File: src/rtl/tess_pkg.sv
package tess_pkg;
    localparam int CW   = 16;
    localparam int FRAC = 15;
    localparam int LW   = 7;
    localparam int MAXL = 64;
    localparam logic [CW-1:0] ONE   = CW'(1 << FRAC);
    localparam logic [CW-1:0] THIRD = CW'((1 << FRAC) / 3);

    typedef struct packed {
        logic [CW-1:0]         a;
        logic [CW-1:0]         b;
        logic [2:0][CW-1:0]    step;
        logic [2:0][LW-1:0]    segs;
        logic                  centre;
        logic                  last;
    } ring_t;

    function automatic logic [LW-1:0] clamp_level(input logic [LW-1:0] x);
        if (x == '0)
            return LW'(1);
        else if (int'(x) > MAXL)
            return LW'(MAXL);
        else
            return x;
    endfunction
endpackage

File: src/rtl/tess_recip_rom.sv
module tess_recip_rom
    import tess_pkg::*;
#(
    parameter int MAXN = MAXL
) (
    input  logic [LW-1:0] idx,
    output logic [CW-1:0] recip
);
    logic [CW-1:0] tbl [MAXN+1];

    for (genvar i = 0; i <= MAXN; i++) begin : g_ent
        assign tbl[i] = (i == 0) ? '0 : CW'((1 << FRAC) / i);
    end

    assign recip = (int'(idx) <= MAXN) ? tbl[idx] : '0;
endmodule

File: src/rtl/tess_mul.sv
module tess_mul
    import tess_pkg::*;
#(
    parameter int SHIFT = FRAC
) (
    input  logic [CW-1:0] x,
    input  logic [CW-1:0] y,
    output logic [CW-1:0] p
);
    localparam int PW = 2 * CW;
    assign p = CW'((PW'(x) * PW'(y)) >> SHIFT);
endmodule

File: src/rtl/tess_setup.sv
module tess_setup
    import tess_pkg::*;
(
    input  logic               clk,
    input  logic               rst_n,
    input  logic               start,
    input  logic [LW-1:0]      lvl_in,
    input  logic [2:0][LW-1:0] lvl_out,
    input  logic               desc_take,
    output ring_t              desc,
    output logic               desc_valid,
    output logic               idle
);
    typedef enum logic [2:0] {
        SU_IDLE, SU_OUTER, SU_MUL1, SU_MUL2, SU_MUL3, SU_HOLD
    } su_st_e;

    typedef struct packed {
        su_st_e             st;
        logic [1:0]         cnt;
        logic               outer;
        logic [LW-1:0]      n;
        logic [2:0][LW-1:0] o;
        logic [LW-1:0]      m;
        logic [CW-1:0]      scale;
        ring_t              r;
    } su_t;

    su_t su_d, su_q;

    logic [LW-1:0] rom_idx;
    logic [CW-1:0] rom_val;
    logic [CW-1:0] mi_x, mi_p;   // integer-scaled multiplier
    logic [CW-1:0] mf_x, mf_y, mf_p; // fraction-scaled multiplier

    tess_recip_rom #(.MAXN(MAXL)) rom_i (.idx(rom_idx), .recip(rom_val));
    tess_mul #(.SHIFT(0))    mul_int_i  (.x(mi_x), .y(rom_val), .p(mi_p));
    tess_mul #(.SHIFT(FRAC)) mul_frac_i (.x(mf_x), .y(mf_y),    .p(mf_p));

    always_comb begin
        su_d    = su_q;
        rom_idx = '0;
        mi_x    = '0;
        mf_x    = '0;
        mf_y    = '0;
        case (su_q.st)
            SU_IDLE: begin
                if (start) begin
                    su_d.n     = clamp_level(lvl_in);
                    for (int k = 0; k < 3; k++)
                        su_d.o[k] = clamp_level(lvl_out[k]);
                    su_d.cnt   = '0;
                    su_d.outer = 1'b1;
                    su_d.st    = SU_OUTER;
                end
            end
            SU_OUTER: begin
                rom_idx                = su_q.o[su_q.cnt];
                su_d.r.step[su_q.cnt]  = rom_val;
                su_d.r.segs[su_q.cnt]  = su_q.o[su_q.cnt];
                su_d.r.a               = ONE;
                su_d.r.b               = '0;
                su_d.r.centre          = 1'b0;
                su_d.r.last            = (su_q.n < LW'(2));
                su_d.cnt               = su_q.cnt + 2'd1;
                if (su_q.cnt == 2'd2)
                    su_d.st = SU_HOLD;
            end
            SU_MUL1: begin
                rom_idx    = su_q.n;
                mi_x       = CW'(su_q.m);
                su_d.scale = mi_p;
                su_d.st    = SU_MUL2;
            end
            SU_MUL2: begin
                mf_x     = ONE - su_q.scale;
                mf_y     = THIRD;
                su_d.r.b = mf_p;
                // corner sum per vertex is ONE: large term follows from the two small ones
                su_d.r.a = ONE - mf_p - mf_p;
                su_d.st  = SU_MUL3;
            end
            SU_MUL3: begin
                rom_idx = su_q.m;
                mf_x    = su_q.r.a - su_q.r.b;
                mf_y    = rom_val;
                for (int k = 0; k < 3; k++) begin
                    su_d.r.step[k] = mf_p;
                    su_d.r.segs[k] = su_q.m;
                end
                su_d.r.centre = (su_q.m == '0);
                su_d.r.last   = (su_q.m < LW'(2));
                su_d.st       = SU_HOLD;
            end
            SU_HOLD: begin
                if (desc_take) begin
                    if (su_q.r.last) begin
                        su_d.st = SU_IDLE;
                    end else begin
                        su_d.m     = su_q.outer ? (su_q.n - LW'(2)) : (su_q.m - LW'(2));
                        su_d.outer = 1'b0;
                        su_d.st    = SU_MUL1;
                    end
                end
            end
            default: su_d.st = SU_IDLE;
        endcase
    end

    always_ff @(posedge clk or negedge rst_n) begin
        if (!rst_n) begin
            su_q    <= '0;
            su_q.st <= SU_IDLE;
        end else begin
            su_q <= su_d;
        end
    end

    assign desc       = su_q.r;
    assign desc_valid = (su_q.st == SU_HOLD);
    assign idle       = (su_q.st == SU_IDLE);
endmodule

File: src/rtl/tess_walk.sv
module tess_walk
    import tess_pkg::*;
(
    input  logic               clk,
    input  logic               rst_n,
    input  ring_t              desc,
    input  logic               desc_valid,
    output logic               desc_take,
    output logic               vtx_valid,
    input  logic               vtx_ready,
    output logic [2:0][CW-1:0] vtx,
    output logic               vtx_eop,
    output logic               busy
);
    typedef struct packed {
        logic          busy;
        ring_t         ring;
        logic [1:0]    k;
        logic [LW-1:0] j;
        logic [CW-1:0] acc;
    } wk_t;

    wk_t wk_d, wk_q;

    logic       fire, edge_end, ring_end;
    logic [1:0] k_nxt;

    always_comb begin
        k_nxt    = (wk_q.k == 2'd2) ? 2'd0 : wk_q.k + 2'd1;
        fire     = wk_q.busy && vtx_ready;
        edge_end = (wk_q.j == wk_q.ring.segs[wk_q.k] - LW'(1));
        ring_end = wk_q.ring.centre || (edge_end && wk_q.k == 2'd2);

        for (int c = 0; c < 3; c++) begin
            if (wk_q.ring.centre)
                vtx[c] = (c == 0) ? wk_q.ring.a : wk_q.ring.b;
            else if (2'(c) == wk_q.k)
                vtx[c] = wk_q.ring.a - wk_q.acc;
            else if (2'(c) == k_nxt)
                vtx[c] = wk_q.ring.b + wk_q.acc;
            else
                vtx[c] = wk_q.ring.b;
        end

        desc_take = desc_valid && (!wk_q.busy || (fire && ring_end));

        wk_d = wk_q;
        if (fire) begin
            if (ring_end) begin
                wk_d.busy = 1'b0;
            end else if (edge_end) begin
                wk_d.k   = k_nxt;
                wk_d.j   = '0;
                wk_d.acc = '0;
            end else begin
                wk_d.j   = wk_q.j + LW'(1);
                wk_d.acc = wk_q.acc + wk_q.ring.step[wk_q.k];
            end
        end
        if (desc_take) begin
            wk_d.busy = 1'b1;
            wk_d.ring = desc;
            wk_d.k    = '0;
            wk_d.j    = '0;
            wk_d.acc  = '0;
        end
    end

    always_ff @(posedge clk or negedge rst_n) begin
        if (!rst_n)
            wk_q <= '0;
        else
            wk_q <= wk_d;
    end

    assign vtx_valid = wk_q.busy;
    assign vtx_eop   = wk_q.busy && wk_q.ring.last && ring_end;
    assign busy      = wk_q.busy;
endmodule

File: src/rtl/tess_tri_gen.sv
module tess_tri_gen
    import tess_pkg::*;
(
    input  logic          clk,
    input  logic          rst_n,
    input  logic          req_valid,
    output logic          req_ready,
    input  logic [LW-1:0] req_inner,
    input  logic [LW-1:0] req_outer0,
    input  logic [LW-1:0] req_outer1,
    input  logic [LW-1:0] req_outer2,
    output logic          vtx_valid,
    input  logic          vtx_ready,
    output logic [CW-1:0] vtx_u,
    output logic [CW-1:0] vtx_v,
    output logic [CW-1:0] vtx_w,
    output logic          vtx_eop
);
    ring_t              desc;
    logic               desc_valid, desc_take, su_idle, wk_busy;
    logic [2:0][CW-1:0] vtx;

    assign req_ready = su_idle && !wk_busy;

    tess_setup setup_i (
        .clk       (clk),
        .rst_n     (rst_n),
        .start     (req_valid && req_ready),
        .lvl_in    (req_inner),
        .lvl_out   ({req_outer2, req_outer1, req_outer0}),
        .desc_take (desc_take),
        .desc      (desc),
        .desc_valid(desc_valid),
        .idle      (su_idle)
    );

    tess_walk walk_i (
        .clk       (clk),
        .rst_n     (rst_n),
        .desc      (desc),
        .desc_valid(desc_valid),
        .desc_take (desc_take),
        .vtx_valid (vtx_valid),
        .vtx_ready (vtx_ready),
        .vtx       (vtx),
        .vtx_eop   (vtx_eop),
        .busy      (wk_busy)
    );

    assign vtx_u = vtx[0];
    assign vtx_v = vtx[1];
    assign vtx_w = vtx[2];
endmodule

File: config.mk
export PLATFORM = sky130hd
export DESIGN_NAME = tess_tri_gen
export DESIGN_NICKNAME = d
export VERILOG_FILES = /design/src/rtl/tess_pkg.sv /design/src/rtl/tess_recip_rom.sv /design/src/rtl/tess_mul.sv /design/src/rtl/tess_setup.sv /design/src/rtl/tess_walk.sv /design/src/rtl/tess_tri_gen.sv
export SDC_FILE = /design/constraint.sdc
export NUM_CORES = 2
export LEC_CHECK = 0
export ABC_AREA = 0
export ABC_CLOCK_PERIOD_IN_PS = 8400
export BUFFER_PORTS_ARGS = -buffer_cell sky130_fd_sc_hd__clkbuf_2
export CAP_MARGIN = 10
export CORE_ASPECT_RATIO = 1.25
export CORE_UTILIZATION = 43
export DETAILED_ROUTE_END_ITERATION = 8
export PLACE_DENSITY_LB_ADDON = 0.2
export SETUP_SLACK_MARGIN = 0.5
export SLEW_MARGIN = 10
export SYNTH_ARGS = -nofsm -noshare
export SYNTH_HDL_FRONTEND = slang
export SYNTH_SLANG_ARGS = --single-unit
File: constraint.sdc
create_clock -name clk -period 8.4 [get_ports clk]
set_input_delay 1.68 -clock clk [delete_from_list [all_inputs] [get_ports clk]]
set_output_delay 1.68 -clock clk [all_outputs]
set_load 0.01 [all_outputs]
==> impl_results.md <==
* Main combinational cell family by area after synthesis: adder cells
* Initial Util at 43.4%
* Slew Viols, Final at 0
* P_leak at 17.2 nW
* Area after DPL at 33,300 sq um
* Sw Ratio at 22.4%
* Row Count at 106
* Slowest cell on crit path: fa_2
* Initial drt markers at 1,590
* Max Cap Viol at 0
* Number of synthesized flops with an enable pin at 0
* Largest net degree at the start of global routing at 164
* Synth async-reset ratio at 100%
* Worst r2r src: setup_i.desc[71]$_DFFE_PN0P_
* CTS root buf: clkbuf_16
* Vias per Instance at 5.58
* Synth unique cells at 99
* RSZ-0062 raised after global routing: true
* Xor/xnor share of the synthesized area at 3.40%
* Worst-path clk slew at 0.07 ns
* Routed len/inst at 20.1 um
* Post-Synthesis Cells at 3,366
* WP data arrival at 9.40 ns
* Clk pwr share at 47.5%
* Worst Skew at 0.0747 ns
* Compound-Gate Fraction of Synth Area at 18.0%
* Vias in the first global route at 26,638
* # clock sinks at 285
* Filler instances at 6,124
* Die area at 68,600 sq um
* H-tree depth at 1
* GP Congestion at 0.941
* WP data required at 8.82 ns
* Overall Global Routing Usage at 27.4%
* Layout cells sized above 1 at 28.2%
* Final setup violation count at 55
* Storage element area at 7140 sq um
* Port buffer count at 82
* Total gr overflow at 0
* Failing checks: negative setup slack
* Switching power at 0.632 mW
* Combinational share of power at 2.9%
* Antenna viol nets, final at 0
* TritonCTS clock tree: done
* Final WS setup at -0.582 ns
* Register area share after synthesis at 24.6%
* Startpoint Class: register
* Fin nets at 4,269
* Post-route clock period utilization at 107%
* Chip Width at 234 um
* Placeable Area at 66,800 sq um
* Hold_sp: setup_i.su_q[138]$_DFFE_PN0P_
* Actual slew at the worst max-slew pin at 1.15 ns
* Drt total wl at 94,000 um
* Worst Hold Class: register to register
* Post-Synth Adder-Cell Area at 25.5%
* DRC at 0
* HPWL Detailed at 73,300 um
* Flop2flop setup slack at -0.58 ns
* Synth-to-Final Area Change at 26.4%
* Max Freq at 111 MHz
* Internal Power at 2.19 mW
* Overall die height at 293 um
* Synth area leaders: dfrtp_1, fa_1, ha_1, nand2_1, inv_1
* Critical Setup Path Class: register to register
* Final min period at 8.98 ns
* Design area at 36,700 sq um
* Ys Warns at 0
* Clock Latency Late Sink at 0.62 ns
* First-pass iteration count of the detailed router at 5
* Maximum buffer depth of the clock tree at 3
* Synth Area per Inst at 8.63 sq um
* Initial antenna violation count at 0
* Commonest non-fill, non-tap cell in the layout: nand2_1
* Critical Path End Type: register
* Vias post-DR at 26,126
* Yosys top cell by area: dfrtp_1
* CP Max Fanout at 5
* Power per cell area at 77.0 nW/um^2
* Yosys reg bits at 285
* Post-Syn Area at 29,000 sq um
* Syn nets at 3,841
* N_diodes at 0
* First-pass GRT wire length at 146,000 um
* Share of the synthesized area in the top cell type at 24.6%
* Simple logic cell fraction of the synthesized area at 15.6%
* CTS buffer count at 28
* Max VDD drop at 120 uV
* Final Hold Fails at 0
* Most frequent cells in the layout: nand2_1, buf_4, inv_1
* Critical Path Max Stage Delay at 0.60 ns
* Area of the multi-input gates at 21,500 sq um
* Total I/O pin count at 83
* Seq pwr share at 49.6%
* Critical Path Start: setup_i.desc[71]$_DFFE_PN0P_
* Worst slew margin relative to its limit at 23.4%
* Primary FF master, synth: dfrtp_1
* Multiplexer share of the synthesized area at 5.65%
* Status: finished with violations
* Power, Total at 2.83 mW
==> registers in the layout, summed over array words and instances (netlist names) <==
register,cells
walk_i.wk_q,126
walk_i.busy,1
setup_i.su_q,57
setup_i.desc,101
==> layout make-up <==
class	count	area share, %
well taps	864	2.95
repair buffers	587	12.7
flip-flops and latches	285	19.5
clock buffers	40	2.14
clock inverters	12	0.539
multi-input cells	2533	58.6
inverters	359	3.71
==> timing repair <==
action,4_1_cts,5_1_grt
hold buffers,0,0
pin swaps,86,108
buffers inserted,67,39
resized for setup,217,191
hold endpoints to repair,0,0
endpoints found under the setup margin,78,78
==> routing by layer <==
layer  wire, um  up-vias  share of wire [%]  global-route usage (%)
met1      37600    12983                 40                    33.3
met2      46600      675                 50                    47.6
li1           -    12239                  -                       -
met4       5750        0                6.1                    15.1
met5          0        -                  0                       0
met3       4000      229                4.3                    2.24
==> final timing paths <==
check,end,depth (start not counted)
worst min-delay path,setup_i.su_q[138]$_DFFE_PN0P_,2
min in group asynchronous,setup_i.su_q[152]$_DFFE_PN0P_,1
worst max-delay path,setup_i.desc[102]$_DFFE_PN0P_,40
worst min register to register,setup_i.su_q[138]$_DFFE_PN0P_,2
max in group asynchronous,walk_i.wk_q[6]$_DFFE_PN0P_,2
worst max register to register,setup_i.desc[102]$_DFFE_PN0P_,40
==> cells in the mapped netlist, types with 16 or more instances <==
cell type / count
and2_1: 19
clkbuf_1: 158
nand2b_1: 36
mux2_2: 95
inv_1: 357
nor3_1: 49
xnor2_1: 79
mux2i_1: 57
ha_1: 195
dfrtp_1: 285
and3_1: 16
o21ai_0: 244
o22ai_1: 40
a22oi_1: 29
o211ai_1: 18
nor2b_1: 26
nand2_1: 490
a21o_1: 32
a21oi_1: 171
xor2_1: 32
o21a_1: 16
nor2_1: 269
a21boi_0: 16
o21bai_1: 27
a221o_1: 22
nand3_1: 42
fa_1: 248
a22o_1: 31
==> logic make-up (layout without fill, tap and decap cells) <==
group | Yosys count | count (layout)
simple gates | 1030 | 1030
xor+xnor | 112 | 112
buf+inv | 548 | 998
compound gates | 796 | 796
flops | 285 | 285
fa+ha+maj | 443 | 443
mux | 152 | 152
==> worst max-delay path, delay by kind of cell (launching register included) <==
family	cells	cell delay (ns)
flops	1	0.44
compound gates	17	2.68
fa+ha+maj	8	3.67
simple gates	6	0.91
mux	2	0.66
buf+inv	7	0.47
==> through the flow <==
stage	utilization, %	hold slack, ns	setup slack [ns]	setup TNS (ns)	instances
after floorplan	-	0.449	-0.0990	-0.295	3366
after global placement	49.8	0.466	-0.597	-19.23	4522
after detailed placement	49.8	0.475	-0.664	-22.28	4522
after CTS	53.3	0.492	-0.422	-8.86	4641
after global routing	54.9	0.510	-0.902	-35.97	4680
final	54.9	0.486	-0.582	-13.09	4680
==> power by group through the flow <==
stage | sequential, mW | combinational (mW) | clock [mW]
floorplan | 1.42 | 0.0425 | 0
global placement | 1.43 | 0.0844 | 0
detailed placement | 1.43 | 0.0854 | 0
CTS | 1.40 | 0.0855 | 1.37
global route | 1.40 | 0.0957 | 1.42
finish | 1.40 | 0.0826 | 1.34
No activity file was read; power rests on OpenSTA's default activity.
